`config.mk`:
```
export PLATFORM = sky130hd
export DESIGN_NAME = hpt_group_search
export DESIGN_NICKNAME = d
export VERILOG_FILES = /design/src/rtl/hpt_pkg.sv /design/src/rtl/hpt_addr_gen.sv /design/src/rtl/hpt_entry_match.sv /design/src/rtl/hpt_flag_update.sv /design/src/rtl/hpt_group_search.sv
export SDC_FILE = /design/constraint.sdc
export NUM_CORES = 1
export LEC_CHECK = 0
export ABC_CLOCK_PERIOD_IN_PS = 17800
export CAP_MARGIN = 20
export CORE_MARGIN = 2
export CORE_UTILIZATION = 40
export CTS_BUF_LIST = sky130_fd_sc_hd__clkbuf_8 sky130_fd_sc_hd__clkbuf_16
export CTS_CLUSTER_SIZE = 12
export DETAILED_ROUTE_END_ITERATION = 6
export GPL_TIMING_DRIVEN = 0
export PLACE_DENSITY = 0.69
export SLEW_MARGIN = 0
export SYNTH_ARGS = -nofsm -noshare
export SYNTH_HDL_FRONTEND = slang
export SYNTH_SLANG_ARGS = --single-unit
```
`constraint.sdc`:
```
create_clock -name clk -period 17.8 [get_ports clk]
set_clock_uncertainty 0.05 [all_clocks]
set_input_delay 3.56 -clock clk [delete_from_list [all_inputs] [get_ports clk]]
set_output_delay 3.56 -clock clk [all_outputs]
set_load 0.03 [all_outputs]
```
`src/rtl/hpt_pkg.sv`:
```
package hpt_pkg;
  localparam logic [1:0] RES_HIT  = 2'd0;
  localparam logic [1:0] RES_MISS = 2'd1;
  localparam logic [1:0] RES_ERR  = 2'd2;

  localparam int REF_BIT = 8;
  localparam int CHG_BIT = 7;

  localparam logic [63:0] TAG_MASK_N = 64'h0000_0000_7FFF_FFBF;
  localparam logic [63:0] TAG_MASK_W = 64'hFFFF_FFFF_FFFF_FF80;
  localparam logic [63:0] ATTR_N     = 64'h7B;
  localparam logic [63:0] ATTR_W     = 64'h7F;

  typedef enum logic [1:0] {ST_IDLE, ST_REQ, ST_WAIT, ST_END} hpt_state_e;
endpackage

```
`src/rtl/hpt_addr_gen.sv`:
```
module hpt_addr_gen #(
  parameter int ADDR_W = 32,
  parameter int IDX_W  = 3
) (
  input  logic [ADDR_W-1:0] base,
  input  logic [IDX_W-1:0]  idx,
  input  logic              mode64,
  input  logic              second,
  output logic [ADDR_W-1:0] addr
);
  localparam int SH_N   = 3;
  localparam int SH_W   = 4;
  localparam int WOFF_N = 4;
  localparam int WOFF_W = 8;

  logic [ADDR_W-1:0] ent_off, word_off;

  always_comb begin
    ent_off  = mode64 ? (ADDR_W'(idx) << SH_W) : (ADDR_W'(idx) << SH_N);
    word_off = !second ? '0 : (mode64 ? ADDR_W'(WOFF_W) : ADDR_W'(WOFF_N));
    addr     = base + ent_off + word_off;
  end
endmodule

```
`src/rtl/hpt_entry_match.sv`:
```
module hpt_entry_match
  import hpt_pkg::*;
(
  input  logic [63:0] word0,
  input  logic [63:0] tag,
  input  logic        mode64,
  input  logic        hsel,
  output logic        cand
);
  logic [63:0] w0_eff, tag_eff, mask;
  logic        vld, hbit;

  always_comb begin
    w0_eff  = mode64 ? word0 : {32'b0, word0[31:0]};
    tag_eff = mode64 ? tag   : {32'b0, tag[31:0]};
    mask    = mode64 ? TAG_MASK_W : TAG_MASK_N;
    vld     = mode64 ? word0[0] : word0[31];
    hbit    = mode64 ? word0[1] : word0[6];
    cand    = vld && (hbit == hsel) && ((w0_eff & mask) == tag_eff);
  end
endmodule

```
`src/rtl/hpt_flag_update.sv`:
```
module hpt_flag_update
  import hpt_pkg::*;
#(
  parameter int PAGE_BITS = 12
) (
  input  logic [63:0] ref_w1,
  input  logic [63:0] cand_w1,
  input  logic        mode64,
  input  logic        is_write,
  output logic        agree,
  output logic [63:0] upd_w1,
  output logic        changed
);
  localparam logic [63:0] PF_MASK = ~((64'd1 << PAGE_BITS) - 64'd1);

  logic [63:0] amask, cand_eff;

  always_comb begin
    amask = PF_MASK | (mode64 ? ATTR_W : ATTR_N);
    if (!mode64) amask = amask & 64'h0000_0000_FFFF_FFFF;
    cand_eff = mode64 ? cand_w1 : {32'b0, cand_w1[31:0]};
    agree    = ((ref_w1 & amask) == (cand_eff & amask));
    upd_w1   = ref_w1;
    upd_w1[REF_BIT] = 1'b1;
    if (is_write) upd_w1[CHG_BIT] = 1'b1;
    changed  = (upd_w1 != ref_w1);
  end
endmodule

```
`src/rtl/hpt_group_search.sv`:
```
module hpt_group_search
  import hpt_pkg::*;
#(
  parameter int ADDR_W    = 32,
  parameter int GROUP_N   = 8,
  parameter int PAGE_BITS = 12,
  parameter int IDX_W     = $clog2(GROUP_N)
) (
  input  logic              clk,
  input  logic              rst,
  input  logic              start,
  input  logic              mode64,
  input  logic              hsel,
  input  logic              is_write,
  input  logic [ADDR_W-1:0] base_addr,
  input  logic [63:0]       cmp_tag,
  output logic              mem_req_valid,
  input  logic              mem_req_ready,
  output logic              mem_req_we,
  output logic [ADDR_W-1:0] mem_req_addr,
  output logic [63:0]       mem_req_wdata,
  input  logic              mem_rsp_valid,
  input  logic [63:0]       mem_rsp_data,
  output logic              done,
  output logic [1:0]        result,
  output logic [IDX_W-1:0]  hit_index,
  output logic [63:0]       hit_word1
);
  localparam logic [IDX_W-1:0] LAST = IDX_W'(GROUP_N - 1);

  hpt_state_e        state, state_n;
  logic              l_mode, l_hsel, l_wr;
  logic [ADDR_W-1:0] l_base;
  logic [63:0]       l_tag;
  logic [IDX_W-1:0]  idx, hit_idx_q;
  logic              sec, have_hit;
  logic [63:0]       hit_w1_q;

  logic              iss, iss_sec, iss_we, fin, acc;
  logic [IDX_W-1:0]  iss_idx;
  logic [1:0]        fin_res;

  logic              cand, agree, changed;
  logic [63:0]       upd_w1;
  logic [ADDR_W-1:0] ag_base, ag_addr;
  logic              ag_mode;

  hpt_entry_match u_match (
    .word0 (mem_rsp_data),
    .tag   (l_tag),
    .mode64(l_mode),
    .hsel  (l_hsel),
    .cand  (cand)
  );

  hpt_flag_update #(.PAGE_BITS(PAGE_BITS)) u_flag (
    .ref_w1  (hit_w1_q),
    .cand_w1 (mem_rsp_data),
    .mode64  (l_mode),
    .is_write(l_wr),
    .agree   (agree),
    .upd_w1  (upd_w1),
    .changed (changed)
  );

  assign ag_base = (state == ST_IDLE) ? base_addr : l_base;
  assign ag_mode = (state == ST_IDLE) ? mode64    : l_mode;

  hpt_addr_gen #(.ADDR_W(ADDR_W), .IDX_W(IDX_W)) u_agen (
    .base  (ag_base),
    .idx   (iss_idx),
    .mode64(ag_mode),
    .second(iss_sec),
    .addr  (ag_addr)
  );

  always_comb begin
    state_n = state;
    iss     = 1'b0;
    iss_idx = idx;
    iss_sec = 1'b0;
    iss_we  = 1'b0;
    fin     = 1'b0;
    fin_res = RES_MISS;
    acc     = 1'b0;
    unique case (state)
      ST_IDLE: begin
        if (start) begin
          iss     = 1'b1;
          iss_idx = '0;
          state_n = ST_REQ;
        end
      end
      ST_REQ: begin
        if (mem_req_ready) begin
          if (mem_req_we) begin
            fin     = 1'b1;
            fin_res = RES_HIT;
            state_n = ST_IDLE;
          end else begin
            state_n = ST_WAIT;
          end
        end
      end
      ST_WAIT: begin
        if (mem_rsp_valid) begin
          if (!sec && cand) begin
            iss     = 1'b1;
            iss_sec = 1'b1;
            state_n = ST_REQ;
          end else if (sec && have_hit && !agree) begin
            fin     = 1'b1;
            fin_res = RES_ERR;
            state_n = ST_IDLE;
          end else begin
            acc = sec && !have_hit;
            if (idx == LAST) begin
              state_n = ST_END;
            end else begin
              iss     = 1'b1;
              iss_idx = idx + 1'b1;
              state_n = ST_REQ;
            end
          end
        end
      end
      ST_END: begin
        if (!have_hit) begin
          fin     = 1'b1;
          fin_res = RES_MISS;
          state_n = ST_IDLE;
        end else if (changed) begin
          iss     = 1'b1;
          iss_we  = 1'b1;
          iss_idx = hit_idx_q;
          iss_sec = 1'b1;
          state_n = ST_REQ;
        end else begin
          fin     = 1'b1;
          fin_res = RES_HIT;
          state_n = ST_IDLE;
        end
      end
      default: state_n = ST_IDLE;
    endcase
  end

  always_ff @(posedge clk) begin
    if (rst) begin
      state         <= ST_IDLE;
      mem_req_valid <= 1'b0;
      mem_req_we    <= 1'b0;
      done          <= 1'b0;
      result        <= RES_MISS;
      have_hit      <= 1'b0;
      idx           <= '0;
      sec           <= 1'b0;
    end else begin
      state <= state_n;
      done  <= fin;
      if (fin) result <= fin_res;
      if (state == ST_IDLE && start) begin
        l_mode   <= mode64;
        l_hsel   <= hsel;
        l_wr     <= is_write;
        l_base   <= base_addr;
        l_tag    <= cmp_tag;
        have_hit <= 1'b0;
      end
      if (iss) begin
        mem_req_valid <= 1'b1;
        mem_req_addr  <= ag_addr;
        mem_req_we    <= iss_we;
        mem_req_wdata <= upd_w1;
        idx           <= iss_idx;
        sec           <= iss_sec;
      end else if (state == ST_REQ && mem_req_ready) begin
        mem_req_valid <= 1'b0;
      end
      if (acc) begin
        have_hit  <= 1'b1;
        hit_idx_q <= idx;
        hit_w1_q  <= l_mode ? mem_rsp_data : {32'b0, mem_rsp_data[31:0]};
      end
      if (state == ST_END && have_hit) hit_w1_q <= upd_w1;
    end
  end

  assign hit_index = hit_idx_q;
  assign hit_word1 = hit_w1_q;
endmodule

```
==> results.yml <==
placed_design:
  pre_cts_ws_ns: 7.98
  gp_congestion: 0.822
  place_hpwl_um: 23900
  portBuffers: 333
global_routing:
  grt_pass1_vias: 7844
  grt_max_degree: 33
  grt-ovfl-total: 0
  antenna_found_initial: 4
  grt_usage_pct: 19.5
  grt_pass1_wl_um: 46500
sta:
  fmax_mhz: 109
  tightest_slew_ns: 0.860
  layout_min_cycle_time_ns: 9.15
  finalMaxSlewViolations: 0
  setup_ws_ns: 8.65
  setup_viol: 0
  hold_slack_ns: 0.403
  relSlewSlack_pct: 42.7
  rsz0062_at_grt: "no"
  tns_ns: 0
  period_share_pct: 51.4
  hold_viol_final: 0
critical_path:
  critPathMaxFanout: 8
  cp_data_arrival_time_ns: 9.39
  r2r_end: "mem_req_addr[31]$_DFFE_PP_"
  rr_worst_depth: 19
  cp_data_required_time_ns: 18.04
  end_kind: "flip-flop"
  critPathLaunchType: "input pin"
  rrSetupSlack_ns: 11.79
  crit_type: "in2reg"
  reg2reg_from: "l_tag[39]$_DFFE_PP_"
yosys:
  synthesis.area_um2: 12100
  synth_edf_count: 261
  ys_seq_area_share_pct: 66.8
  yosysUniqueCellTypes: 62
  ys_ff_latch: 273
  synth_nets: 1019
  synthFlopType: "edfxtp_1"
  synthesis.area_per_instance_um2: 14.4
  yosys_warnings: 0
  synthCells: 839
  async_reset_ff_share_pct: 0
hold_path:
  min_to: "mem_req_wdata[9]$_DFFE_PP_"
  whs_path_depth: 0
  hold_start: "hit_word1[9]$_DFFE_PP_"
  hp-class: "reg2reg"
power_and_ir_drop:
  power_density_nw_per_um2: 93.1
  vdd_drop_max_mv: 0.0836
  p_leak_nw: 5.98
cts:
  post_cts_buffers: 0
  cts_tree: "yes"
  cts-root-buf: "clkbuf_16"
  clock_path_buffers: 3
  cts_resized: 0
  htreeDepth: 1
  cts_sinks: 273
  cts-hold-fix-buffers: 0
  clkLatencyLatePin_ns: 0.56
  path_clk_slew_ns: 0.06
  numCtsBuffers: 30
outcome:
  status: "finished clean"
job:
  cap_viol_max_count: 0
detailed_routing:
  wire_per_inst_um: 19.6
  dr.first_iter.drc_count: 599
  vias: 7832
  routed_wl_um: 31800
  drtPass1Iterations: 5
  antenna_left: 0
  drc: 0
  viasPerCell: 4.82
floorplanning:
  start_util_pct: 40.7
  design.core.area_um2: 29700
  fp-row-count: 63
  die_w_um: 178
  die_h_um: 178
  ios: 336
  fp.dieArea_um2: 31600
final_layout:
  syn_to_final_growth_pct: 41.0
  multi_input_area_um2: 3390
  finalNetCount: 1392
  regArea_um2: 8080
  nFillCells: 2458
  drive_above_1_share_pct: 11.2
[metal layers]
metal	global-route usage (%)	vias to the layer above	routed length, um
met5	0	-	11
li1	-	3735	-
met3	4.73	40	2540
met1	24.5	3757	12600
met4	3.93	2	655
met2	34.3	298	16000
[placed cells by master, fill, tap and decap left out, drive strengths merged, types with 4 or more instances in the layout]
master and count:
clkinv 16, or3 4, xor2 82, o22ai 6, a21boi 4, mux2i 27
edfxtp 261, and2 33, dfxtp 12, nand4 15, nor4 21, a221oi 4
clkbuf 41, nor3 9, ha 10, xnor2 66, clkdlybuf4s50 333, nand3 18
inv 21, buf 79, nor2b 6, nand2b 4, nor2 27, a21oi 15
o21ai 11, nand2 63
[area by class of cell]
class                           count  share of cell area [%]
Antenna cell                        3                  0.0441
Clock buffer                       30                    4.41
Buffer                             82                    3.43
Sequential cell                   273                    47.4
Timing Repair Buffer              341                    20.5
Tap cell                          390                    2.86
Clock inverter                     22                    1.06
Multi-Input combinational cell    466                    19.9
Inverter                           18                   0.397
[power by group]
part | internal (mW) | switching [mW] | total, mW
registers | 0.744 | 0.0108 | 0.755
logic | 0.106 | 0.131 | 0.237
clock network | 0.346 | 0.248 | 0.594
total | 1.20 | 0.390 | 1.59
[how the worst max path moves through the flow]
stage,from,slack (ns),cells past startpoint,endpoint
6_report,mem_rsp_data[58],8.65,20,mem_req_addr[31]$_DFFE_PP_
3_5_place_dp,mem_rsp_data[58],7.98,20,mem_req_addr[31]$_DFFE_PP_
3_3_place_gp,mem_rsp_data[58],2.70,8,mem_req_wdata[49]$_DFFE_PP_
5_1_grt,mem_rsp_data[59],8.32,20,mem_req_addr[31]$_DFFE_PP_
4_1_cts,mem_rsp_data[58],8.57,20,mem_req_addr[31]$_DFFE_PP_
2_1_floorplan,mem_rsp_data[49],6.94,7,mem_req_addr[0]$_DFFE_PP_
[critical path: stages]
cell and delay [ns]:
clkdlybuf4s50_1 0.48, xor2_1 0.19, nor4_1 0.46, nand3_1 0.19, o41a_1 0.47, nor4_4 0.64
or3_1 0.20, o311a_1 0.20, nor2b_1 0.07, fa_1 0.49, ha_1 0.20, inv_1 0.06
fa_1 0.40, nor2b_1 0.13, o21a_1 0.14, o21ai_0 0.19, a2111oi_4 0.59, nand2_1 0.25
nor3_1 0.33, xnor2_1 0.11
[state kept, by name, summed over array words and instances (netlist names), 3 cells and up]
| name | count |
|---|---|
| hit_index | 3 |
| l_tag | 64 |
| hit_word1 | 64 |
| l_base | 32 |
| idx | 3 |
| mem_req_addr | 32 |
| mem_req_wdata | 63 |
[kinds of logic (layout without fill, tap and decap cells)]
kind of cell | after synthesis | after routing | synth area share (%)
flip-flops | 273 | 273 | 66.8
AND/OR/NAND/NOR | 212 | 212 | 9.39
XOR/XNOR | 148 | 148 | 10.7
buffers and inverters | 100 | 493 | 5.39
AO/OA/AOI/OAI | 66 | 66 | 4.05
multiplexers | 27 | 27 | 2.24
adder cells (fa/ha/maj) | 12 | 12 | 1.37
other | 1 | 4 | 0.0310
[stage by stage]
stage	util (%)	std cells	total power [mW]	instance area, um2
global placement	53.5	1562	1.01	15900
global route	57.3	1624	1.64	17000
detailed placement	54.2	1570	1.01	16100
finish	57.3	1625	1.59	17000
floorplan	-	839	0.897	12100
CTS	57.3	1622	1.61	17000
[cells in the mapped netlist, types with 3 or more instances]
master / count / share of area, %
nor3_1: 9 / 0.37
o211ai_1: 3 / 0.19
nor2_1: 26 / 0.81
xor2_1: 82 / 5.9
o22ai_1: 5 / 0.26
and2_1: 31 / 1.6
nor4_1: 17 / 0.88
and3_1: 3 / 0.16
o21ai_0: 8 / 0.33
nor2b_1: 6 / 0.31
dfxtp_1: 12 / 2.0
nand2b_1: 4 / 0.21
xnor2_1: 66 / 4.8
a31oi_1: 3 / 0.16
nand4_1: 15 / 0.78
inv_1: 18 / 0.56
clkbuf_1: 11 / 0.34
a21oi_1: 15 / 0.62
nand2_1: 63 / 2.0
or3_1: 4 / 0.21
mux2i_1: 27 / 2.2
buf_4: 63 / 3.9
edfxtp_1: 261 / 65
buf_6: 5 / 0.47
nand3_1: 18 / 0.75
ha_1: 10 / 1.0
a21boi_0: 3 / 0.19
Note: power is estimated with default switching activity, not from simulation.
